===== config.mk =====
export PLATFORM = sky130hd
export DESIGN_NAME = cnt_enable_reg
export DESIGN_NICKNAME = d
export VERILOG_FILES = /design/src/rtl/cnt_enable_pkg.sv /design/src/rtl/cnt_enable_ctrl.sv /design/src/rtl/cnt_enable_dp.sv /design/src/rtl/cnt_enable_reg.sv
export SDC_FILE = /design/constraint.sdc
export NUM_CORES = 1
export LEC_CHECK = 0
export ABC_AREA = 1
export BUFFER_PORTS_ARGS = -buffer_cell sky130_fd_sc_hd__buf_2
export CELL_PAD_IN_SITES_DETAIL_PLACEMENT = 1
export CELL_PAD_IN_SITES_GLOBAL_PLACEMENT = 2
export CORE_MARGIN = 2
export CORE_UTILIZATION = 22
export CTS_BUF_LIST = sky130_fd_sc_hd__clkbuf_8
export DETAILED_ROUTE_END_ITERATION = 7
export GPL_TIMING_DRIVEN = 1
export HOLD_SLACK_MARGIN = 0.12
export PLACE_DENSITY = 0.85
export SETUP_SLACK_MARGIN = 0.1
export SLEW_MARGIN = 20
export SYNTH_ARGS = -nofsm -noshare
export SYNTH_HDL_FRONTEND = slang
export SYNTH_SLANG_ARGS = --single-unit

===== constraint.sdc =====
create_clock -name clk -period 1.8 [get_ports clk]
set_input_delay 0.18 -clock clk [delete_from_list [all_inputs] [get_ports clk]]
set_output_delay 0.18 -clock clk [all_outputs]
set_load 0.03 [all_outputs]

===== src/rtl/cnt_enable_pkg.sv =====
package cnt_enable_pkg;
  localparam int REG_W   = 32;
  localparam int CYC_BIT = 31;
  localparam logic [1:0] PRIV_USER = 2'd0;

  typedef struct packed {
    logic [REG_W-1:0] setBits;
    logic [REG_W-1:0] clrBits;
    logic [REG_W-1:0] visBits;
  } ctrl_strobe_t;
endpackage


===== src/rtl/cnt_enable_ctrl.sv =====
module cnt_enable_ctrl
  import cnt_enable_pkg::*;
#(
  parameter int NUM_EVT  = 31,
  parameter bit EXT_USER = 1'b1,
  localparam int CNT_W   = $clog2(NUM_EVT + 1)
) (
  input  logic             wrEn,
  input  logic             aliasSel,
  input  logic [REG_W-1:0] wrData,
  input  logic [1:0]       privLevel,
  input  logic             usrEnable,
  input  logic             usrCycRead,
  input  logic             usrEvtRead,
  input  logic [REG_W-1:0] usrAccess,
  input  logic [CNT_W-1:0] accessibleCnt,
  output ctrl_strobe_t     strobe
);
  logic             userGate;
  logic [REG_W-1:0] visMask;
  logic [REG_W-1:0] wrMask;
  logic [REG_W-1:0] wrHit;

  assign userGate = EXT_USER && (privLevel == PRIV_USER) && usrEnable;

  for (genvar g = 0; g < REG_W; g++) begin : g_bit
    if (g == CYC_BIT) begin : g_cyc
      logic shown;
      assign shown      = !(userGate && !usrAccess[g]);
      assign visMask[g] = shown;
      assign wrMask[g]  = shown && !(userGate && usrCycRead);
    end else if (g < NUM_EVT) begin : g_evt
      logic inRange;
      logic shown;
      assign inRange    = CNT_W'(g) < accessibleCnt;
      assign shown      = inRange && !(userGate && !usrAccess[g]);
      assign visMask[g] = shown;
      assign wrMask[g]  = shown && !(userGate && usrEvtRead);
    end else begin : g_none
      assign visMask[g] = 1'b0;
      assign wrMask[g]  = 1'b0;
    end
  end

  assign wrHit          = wrEn ? (wrData & wrMask) : '0;
  assign strobe.setBits = aliasSel ? '0 : wrHit;
  assign strobe.clrBits = aliasSel ? wrHit : '0;
  assign strobe.visBits = visMask;
endmodule


===== src/rtl/cnt_enable_dp.sv =====
module cnt_enable_dp
  import cnt_enable_pkg::*;
#(
  parameter int NUM_EVT = 31
) (
  input  logic             clk,
  input  logic             rst_n,
  input  ctrl_strobe_t     strobe,
  output logic [REG_W-1:0] rdData,
  output logic [REG_W-1:0] cntEnable
);
  logic [REG_W-1:0] enQ;

  for (genvar g = 0; g < REG_W; g++) begin : g_store
    if (g == CYC_BIT || g < NUM_EVT) begin : g_real
      always_ff @(posedge clk) begin
        if (!rst_n)                 enQ[g] <= 1'b0;
        else if (strobe.setBits[g]) enQ[g] <= 1'b1;
        else if (strobe.clrBits[g]) enQ[g] <= 1'b0;
      end
    end else begin : g_tie
      assign enQ[g] = 1'b0;
    end
  end

  assign cntEnable = enQ;
  assign rdData    = enQ & strobe.visBits;
endmodule


===== src/rtl/cnt_enable_reg.sv =====
module cnt_enable_reg
  import cnt_enable_pkg::*;
#(
  parameter int NUM_EVT  = 31,
  parameter bit EXT_USER = 1'b1,
  localparam int CNT_W   = $clog2(NUM_EVT + 1)
) (
  input  logic             clk,
  input  logic             rst_n,
  input  logic             wrEn,
  input  logic             aliasSel,
  input  logic [31:0]      wrData,
  input  logic [1:0]       privLevel,
  input  logic             usrEnable,
  input  logic             usrCycRead,
  input  logic             usrEvtRead,
  input  logic [31:0]      usrAccess,
  input  logic [CNT_W-1:0] accessibleCnt,
  output logic [31:0]      rdData,
  output logic [31:0]      cntEnable
);
  ctrl_strobe_t strobe;

  cnt_enable_ctrl #(.NUM_EVT(NUM_EVT), .EXT_USER(EXT_USER)) u_ctrl (
    .wrEn(wrEn), .aliasSel(aliasSel), .wrData(wrData), .privLevel(privLevel),
    .usrEnable(usrEnable), .usrCycRead(usrCycRead), .usrEvtRead(usrEvtRead),
    .usrAccess(usrAccess), .accessibleCnt(accessibleCnt), .strobe(strobe)
  );

  cnt_enable_dp #(.NUM_EVT(NUM_EVT)) u_dp (
    .clk(clk), .rst_n(rst_n), .strobe(strobe),
    .rdData(rdData), .cntEnable(cntEnable)
  );
endmodule


==> flow_summary.yaml, run 1 <==
floorplanning:
  start_util: 0.2229
  dieWidth_um: 108.1
  die_y_um: 108.1
  rows: 38
  ios: 142
  die-area_mm2: 0.01169
  core-area_mm2: 0.01070
setup_path:
  worstReg2RegEnd: "u_dp.cntEnable[14]$_SDFFE_PN0P_"
  cp-start-kind: "input port"
  r2r-start: "u_dp.cntEnable[14]$_SDFFE_PN0P_"
  cp_max_fo: 19
  setup.worst_path.end_class: "output port"
  critPathKind: "input port to output port"
  reg2reg_setup_slack_ns: 1.04
  worst_ep_required_time_ns: 1.62
  r2r_cells: 4
  cp.arrival_ns: 1.34
drt:
  drt_iter0_markers: 109
  firstDrtPassIters: 4
  drc: 0
  drtAntennaViolNets: 0
  post_drt_wl_per_cell_um: 14.37
  num_vias: 3048
  routed_wirelength_mm: 9.831
  routed_via_density: 4.456
timing:
  fin_tns_setup_ns: 0
  rsz0062_at_grt: "no"
  setup_viol: 0
  fin_skew_ns: 0
  worst_pin_slew_ns: 0.6706
  fin_crit_ns: 1.523
  period_share: 0.8462
  hold_ws_ns: 0.2673
  slew_violations: 0
  hold_viol_final: 0
  maxSlewHeadroom: 0.5530
  fmax_mhz: 656.5
clock_tree:
  clock_sinks: 32
  cts_setup_buffers: 0
  clock_latency_ns: 0.29
  cts-root-buf: "clkbuf_8"
  cts.path.max_buffers: 2
  htreeDepth: 2
  numCtsBuffers: 5
  cts_resized: 0
  cts_tree: "built"
  hold_buffers: 0
  path_clk_slew_ns: 0.07
global_route:
  antenna_found_initial: 0
  grt_pass1_vias: 3091
  grt_pass1_wl_mm: 15.26
  gr-total-overflow: 0
  grt_max_degree: 33
  grt.total_usage: 0.1689
finish:
  seqCellArea_um2: 640.6
  multi_input_area_mm2: 0.001448
  finalInstanceArea_mm2: 0.003279
  num-fill-cells: 1476
  finalNonFillerCells: 684
  antenna_cells: 0
  areaGrowthSynthToFinish_pct: 37.51
  finalNetCount: 622
  largest_reg_flops: 32
  layout-drive-gt1-share: 0.3438
logic_synthesis:
  synthCells: 409
  ys_top_cells_by_area: "dfxtp_1 (27%), nor2_1 (19%), nand2_1 (13%)"
  yosysWarnings: 0
  syn_area_per_cell_um2: 5.831
  synth_area_leader_cell: "dfxtp_1"
  ys_ff_latch: 32
  synth_fp_nets: 487
  ys_types: 25
  synth_area_mm2: 0.002385
  yosysTopAreaCellShare: 0.2686
  synth_seq_area_share: 0.2686
place:
  gp_congestion: 0.7978
  port_buffers: 141
  dp.final_hpwl_mm: 7.836
  placed_cells: 677
  placed_area_mm2: 0.003183
hold_path:
  hold_path_end: "u_dp.cntEnable[3]$_SDFFE_PN0P_"
  hp-class: "input port to flop"
  min_from: "wrData[3]"
  holdPathStages: 5
job:
  maxCapViolCount: 0
run_status:
  status: "finished, final reports clean"
pwr:
  peakVddDrop_uv: 222.9
  cellLeakagePower_nw: 1.706
  power_w: 0.002025
  powerDensity_mw_per_mm2: 617.5
==> area by class of cell <==
type                    instances  share of cell area
repair buffers                146              0.2266
well taps                     140             0.05341
flip-flops and latches         32              0.1953
clock buffers                   7             0.02938
multi-input cells             312              0.4414
inverters                      47             0.05380
==> routing by layer <==
| layer | GRT usage | share of wire |
|---|---|---|
| met1 | 0.1975 | 0.43 |
| met2 | 0.3077 | 0.50 |
| met3 | 0.03315 | 0.051 |
| met4 | 0.05495 | 0.024 |
| met5 | 0 | 0 |
==> cell usage in the layout, fill, tap and decap left out <==
cell,Yosys,final
o21ai_2,17,17
inv_1,43,43
a21oi_2,2,2
nand3_1,52,52
nand2_2,1,1
clkinv_1,1,1
o21ai_0,2,2
nand3_4,1,1
inv_2,3,3
nor2_2,6,6
nor3b_1,5,5
or2_1,1,1
clkbuf_8,0,7
nand3b_1,5,5
buf_4,1,5
o21ai_1,3,3
a21oi_1,6,6
nor2_1,123,123
nor3_1,1,1
buf_2,9,141
dfxtp_1,32,32
nor2_4,3,3
nand2_4,1,1
nand2_1,83,83
==> Yosys cell counts <==
| master | count |
|---|---|
| nor2_1 | 123 |
| nand2_1 | 83 |
| nand3_1 | 52 |
| inv_1 | 43 |
| dfxtp_1 | 32 |
| o21ai_2 | 17 |
| buf_2 | 9 |
| a21oi_1 | 6 |
| nor2_2 | 6 |
| buf_6 | 5 |
| nand3b_1 | 5 |
| nor3b_1 | 5 |
| clkbuf_1 | 3 |
| inv_2 | 3 |
| nor2_4 | 3 |
| o21ai_1 | 3 |
| a21oi_2 | 2 |
| o21ai_0 | 2 |
| buf_4 | 1 |
| clkinv_1 | 1 |
| nand2_2 | 1 |
| nand2_4 | 1 |
| nand3_4 | 1 |
| nor3_1 | 1 |
| or2_1 | 1 |
==> stage by stage <==
stage	setup WS (ns)	util
floorplan	0.1988	-
CTS	0.2827	0.3066
global placement	0.2780	0.2975
global route	0.1993	0.3066
finish	0.2768	0.3066
detailed placement	0.2488	0.2975
==> worst max path at each step <==
stage | to | startpoint | depth (start not counted)
3_3_place_gp | u_dp.cntEnable[18]$_SDFFE_PN0P_ | privLevel[1] | 8
3_5_place_dp | u_dp.cntEnable[14]$_SDFFE_PN0P_ | privLevel[1] | 8
2_1_floorplan | rdData[18] | accessibleCnt[4] | 6
4_1_cts | rdData[17] | usrEnable | 6
6_report | rdData[17] | usrEnable | 6
5_1_grt | rdData[0] | privLevel[1] | 6
==> critical path, cell delays in order <==
cell and delay (ns):
buf_2 0.14, nand2_4 0.30, buf_4 0.23, nor2_2 0.05, nor3b_1 0.20, buf_2 0.24
==> where the power goes <==
part	internal, W	switching, W
sequential	0.000744	0.0000266
combinational	0.000207	0.000415
clock	0.000341	0.000291
total	0.00129	0.000733
==> kinds of logic (layout without fill, tap and decap cells) <==
family	count (synthesis)	count (layout)	share of synthesized area
AND/OR/NAND/NOR	282	282	0.5142
AO/OA/AOI/OAI	30	30	0.09286
flip-flops	32	32	0.2686
buffers and inverters	65	200	0.1243
Note: power is estimated with default switching activity, not from simulation.
==> inputs of run 2 (changes only) <==
--- a/config.mk
+++ b/config.mk
@@ -5,17 +5,17 @@
 export SDC_FILE = /design/constraint.sdc
 export NUM_CORES = 1
 export LEC_CHECK = 0
-export ABC_AREA = 1
+export ABC_AREA = 0
 export BUFFER_PORTS_ARGS = -buffer_cell sky130_fd_sc_hd__buf_2
 export CELL_PAD_IN_SITES_DETAIL_PLACEMENT = 1
 export CELL_PAD_IN_SITES_GLOBAL_PLACEMENT = 2
 export CORE_MARGIN = 2
-export CORE_UTILIZATION = 22
+export CORE_UTILIZATION = 19
 export CTS_BUF_LIST = sky130_fd_sc_hd__clkbuf_8
 export DETAILED_ROUTE_END_ITERATION = 7
 export GPL_TIMING_DRIVEN = 1
 export HOLD_SLACK_MARGIN = 0.12
-export PLACE_DENSITY = 0.85
+export PLACE_DENSITY = 0.76
 export SETUP_SLACK_MARGIN = 0.1
 export SLEW_MARGIN = 20
 export SYNTH_ARGS = -nofsm -noshare
==> constraint.sdc (replaced) <==
create_clock -name clk -period 1.3 [get_ports clk]
set_input_delay 0.13 -clock clk [delete_from_list [all_inputs] [get_ports clk]]
set_output_delay 0.13 -clock clk [all_outputs]
set_load 0.03 [all_outputs]
==> run 2 against run 1 <==
  * Die area down 2.2%
  * Via count shrank 12%
  * Critical path type unchanged
  * Worst setup slack worse by 0.52 ns
  * Clock power rose by 34%
  * Clock skew unchanged
  * Largest cell class unchanged
  * The run now ends with negative setup slack left
  * Power rose by 43%
  * Wire length up 4.7%
  * Synthesized cell count down 40%
  * Core utilization rose by 8.9 points
==> flow_summary.yaml, run 2 <==
place:
  port_buffers: 141
  placed_cells: 543
  gp_congestion: 0.7044
  dp.final_hpwl_mm: 7.355
  dpl_worst_slack_ns: -0.2593
setup_path:
  reg2reg_setup_slack_ns: 0.53
  crit_family: "simple AND/OR/NAND/NOR gates"
  slowest_delay_ns: 0.45
  worstPathCellList: "buf_6 -> or3b_4 -> buf_12 -> o22a_1 -> and3_4 -> buf_6"
  setup.worst_path.end_class: "output port"
  startpoint: "privLevel[0]"
  crit_slowest_cell: "or3b_4"
  r2r-start: "u_dp.cntEnable[30]$_SDFFE_PN0P_"
  r2r_cells: 2
  critPathKind: "input port to output port"
  cp.depth: 6
  worst_ep_required_time_ns: 1.17
  cp-start-kind: "input port"
  crit_top_cell: "buf_6"
  cp.arrival_ns: 1.41
  path_buf_inv: 3
  worstReg2RegEnd: "u_dp.cntEnable[30]$_SDFFE_PN0P_"
  cp_max_fo: 12
  cp-endpoint: "rdData[22]"
floorplanning:
  dieWidth_um: 106.9
  start_util: 0.1950
  core-area_mm2: 0.01032
  rows: 37
  die_y_um: 106.9
  ios: 142
  die-area_mm2: 0.01144
global_route:
  grt_pass1_vias: 2896
  grt_max_degree: 16
  gr-total-overflow: 0
  grt.total_usage: 0.1760
  grt_pass1_wl_mm: 15.51
  antenna_found_initial: 0
clock_tree:
  clock_latency_ns: 0.29
  cts_tree: "built"
  numCtsBuffers: 5
  path_clk_slew_ns: 0.08
  clock_sinks: 32
  cts-root-buf: "clkbuf_8"
  htreeDepth: 2
  cts.path.max_buffers: 2
pwr:
  p_sw_frac: 0.3392
  peakVddDrop_uv: 352.5
  power.share.sequential: 0.363
  p_clk_frac: 0.294
  comb_power_share: 0.343
  p_sw_w: 0.0009790
  powerDensity_mw_per_mm2: 706.9
  p_int_w: 0.001907
  cellLeakagePower_nw: 1.998
timing:
  rsz0062_at_grt: "yes"
  hold_viol_final: 0
  slew_violations: 0
  setup_viol: 32
  maxSlewHeadroom: 0.7248
  fin_skew_ns: 0
  fin_tns_setup_ns: -4.269
  period_share: 1.185
  hold_ws_ns: 0.1146
  fin_crit_ns: 1.540
  fin_ws_ns: -0.2400
  worst_pin_slew_ns: 0.4113
  fmax_mhz: 649.4
finish:
  largest_reg_flops: 32
  final_common_cell: "buf_2"
  finalNonFillerCells: 575
  finalNetCount: 516
  multi_input_area_mm2: 0.001623
  antenna_cells: 0
  areaGrowthSynthToFinish_pct: 102.8
  post-route-util: 0.3955
  num-fill-cells: 1215
  seqCellArea_um2: 641.9
  layout-drive-gt1-share: 0.5991
  mostFrequentLayoutCells: "buf_2 (105), buf_6 (42), buf_4 (39)"
logic_synthesis:
  synthCells: 247
  synth-compound-area-share: 0.2101
  yosysTopAreaCellShare: 0.3182
  synth_area_mm2: 0.002013
  synth_top_family_by_area: "simple AND/OR/NAND/NOR gates"
  synth_xor_area_frac: 0
  synth_area_leader_cell: "dfxtp_1"
  ys_types: 41
  syn_area_per_cell_um2: 8.151
  synth_fp_nets: 325
  yosysMostFrequentCell: "dfxtp_1"
  synth_fa_ha_area_frac: 0
  ys_ff_latch: 32
  synth_seq_area_share: 0.3182
  synth_async_sr_flop_share: 0
  synthSimpleGateAreaFrac: 0.2878
  synth-edff-count: 0
  yosysWarnings: 0
  ys_top_cells_by_area: "dfxtp_1 (32%), mux2i_1 (11%), nand2_1 (5.6%)"
  synth_top_cells_by_count: "dfxtp_1 (32), nand2_1 (30), mux2i_1 (23)"
  synthFlopType: "dfxtp_1"
  synthMuxAreaShare: 0.1144
drt:
  drt_iter0_markers: 58
  drc: 0
  routed_wirelength_mm: 10.30
  num_vias: 2691
  firstDrtPassIters: 4
  post_drt_wl_per_cell_um: 17.91
  routed_via_density: 4.680
  drtAntennaViolNets: 0
run_status:
  status: "finished, violations left"
  violations: "negative setup slack"
hold_path:
  hp-class: "input port to flop"
job:
  maxCapViolCount: 0
-- run 2: cell count changes in the layout (fill, tap and decap cells not counted), sizes merged, moves of 21 or more --
cell / delta
nor2: -123
nand2: -55
buf: +45
nand3: -40
inv: -33
mux2i: +23
o21ai: -21
-- run 2: power by group through the flow --
stage | Sequential (W) | Combinational (W) | Clock [W]
detailed placement | 0.00107 | 0.000793 | 0
global route | 0.00105 | 0.00105 | 0.000918
floorplan | 0.00114 | 0.000351 | 0
finish | 0.00105 | 0.000990 | 0.000850
CTS | 0.00105 | 0.000968 | 0.000893
global placement | 0.00107 | 0.000782 | 0
-- run 2: worst min path at each step --
stage | slack, ns | startpoint | depth (start not counted) | endpoint
floorplan | 0.23 | aliasSel | 1 | u_dp.cntEnable[31]$_SDFFE_PN0P_
global placement | 0.34 | wrData[25] | 2 | u_dp.cntEnable[25]$_SDFFE_PN0P_
detailed placement | 0.35 | wrData[25] | 2 | u_dp.cntEnable[25]$_SDFFE_PN0P_
CTS | 0.12 | wrData[26] | 3 | u_dp.cntEnable[26]$_SDFFE_PN0P_
global route | 0.13 | wrData[13] | 3 | u_dp.cntEnable[13]$_SDFFE_PN0P_
finish | 0.11 | wrData[26] | 3 | u_dp.cntEnable[26]$_SDFFE_PN0P_
-- run 2: cell families after synthesis --
| kind of cell | count (synthesis) |
|---|---|
| AND/OR/NAND/NOR | 107 |
| multiplexers | 23 |
| AO/OA/AOI/OAI | 54 |
| flip-flops | 32 |
| buffers and inverters | 31 |
-- run 2: metrics by stage --
step,total power [W],area (µm²)
finish,0.002886,4083
detailed placement,0.001859,3261
global route,0.003020,4083
floorplan,0.001487,2153
CTS,0.002907,4013
global placement,0.001848,3261
-- run 2: area by class of cell --
cell class	count	area share
Clock inverter	2	0.002452
Timing Repair Buffer	202	0.3690
Tap cell	136	0.04168
Multi-Input combinational cell	184	0.3975
Sequential cell	32	0.1572
Inverter	13	0.01195
Clock buffer	6	0.02023
-- run 2: per-layer routing --
metal / part of all wire / GRT usage
met1: 0.44 / 0.2191
met2: 0.50 / 0.3157
met3: 0.050 / 0.03708
met4: 0.0066 / 0.02968
met5: 0 / 0
-- run 2: tightest hold or removal path: cells and delay by family --
kind | cells | cell delay [ns]
buffers and inverters | 1 | 0.10
AND/OR/NAND/NOR | 1 | 0.07
multiplexers | 1 | 0.06
-- run 2: repair_timing --
item | in CTS | in global routing
hold buffers | 10 | 0
gates resized for setup | 108 | 16
buffers inserted | 10 | 7
endpoints found under the setup margin | 32 | 63
endpoints found under the hold margin | 10 | 0
pin swaps | 30 | 13
cloned | 2 | 0
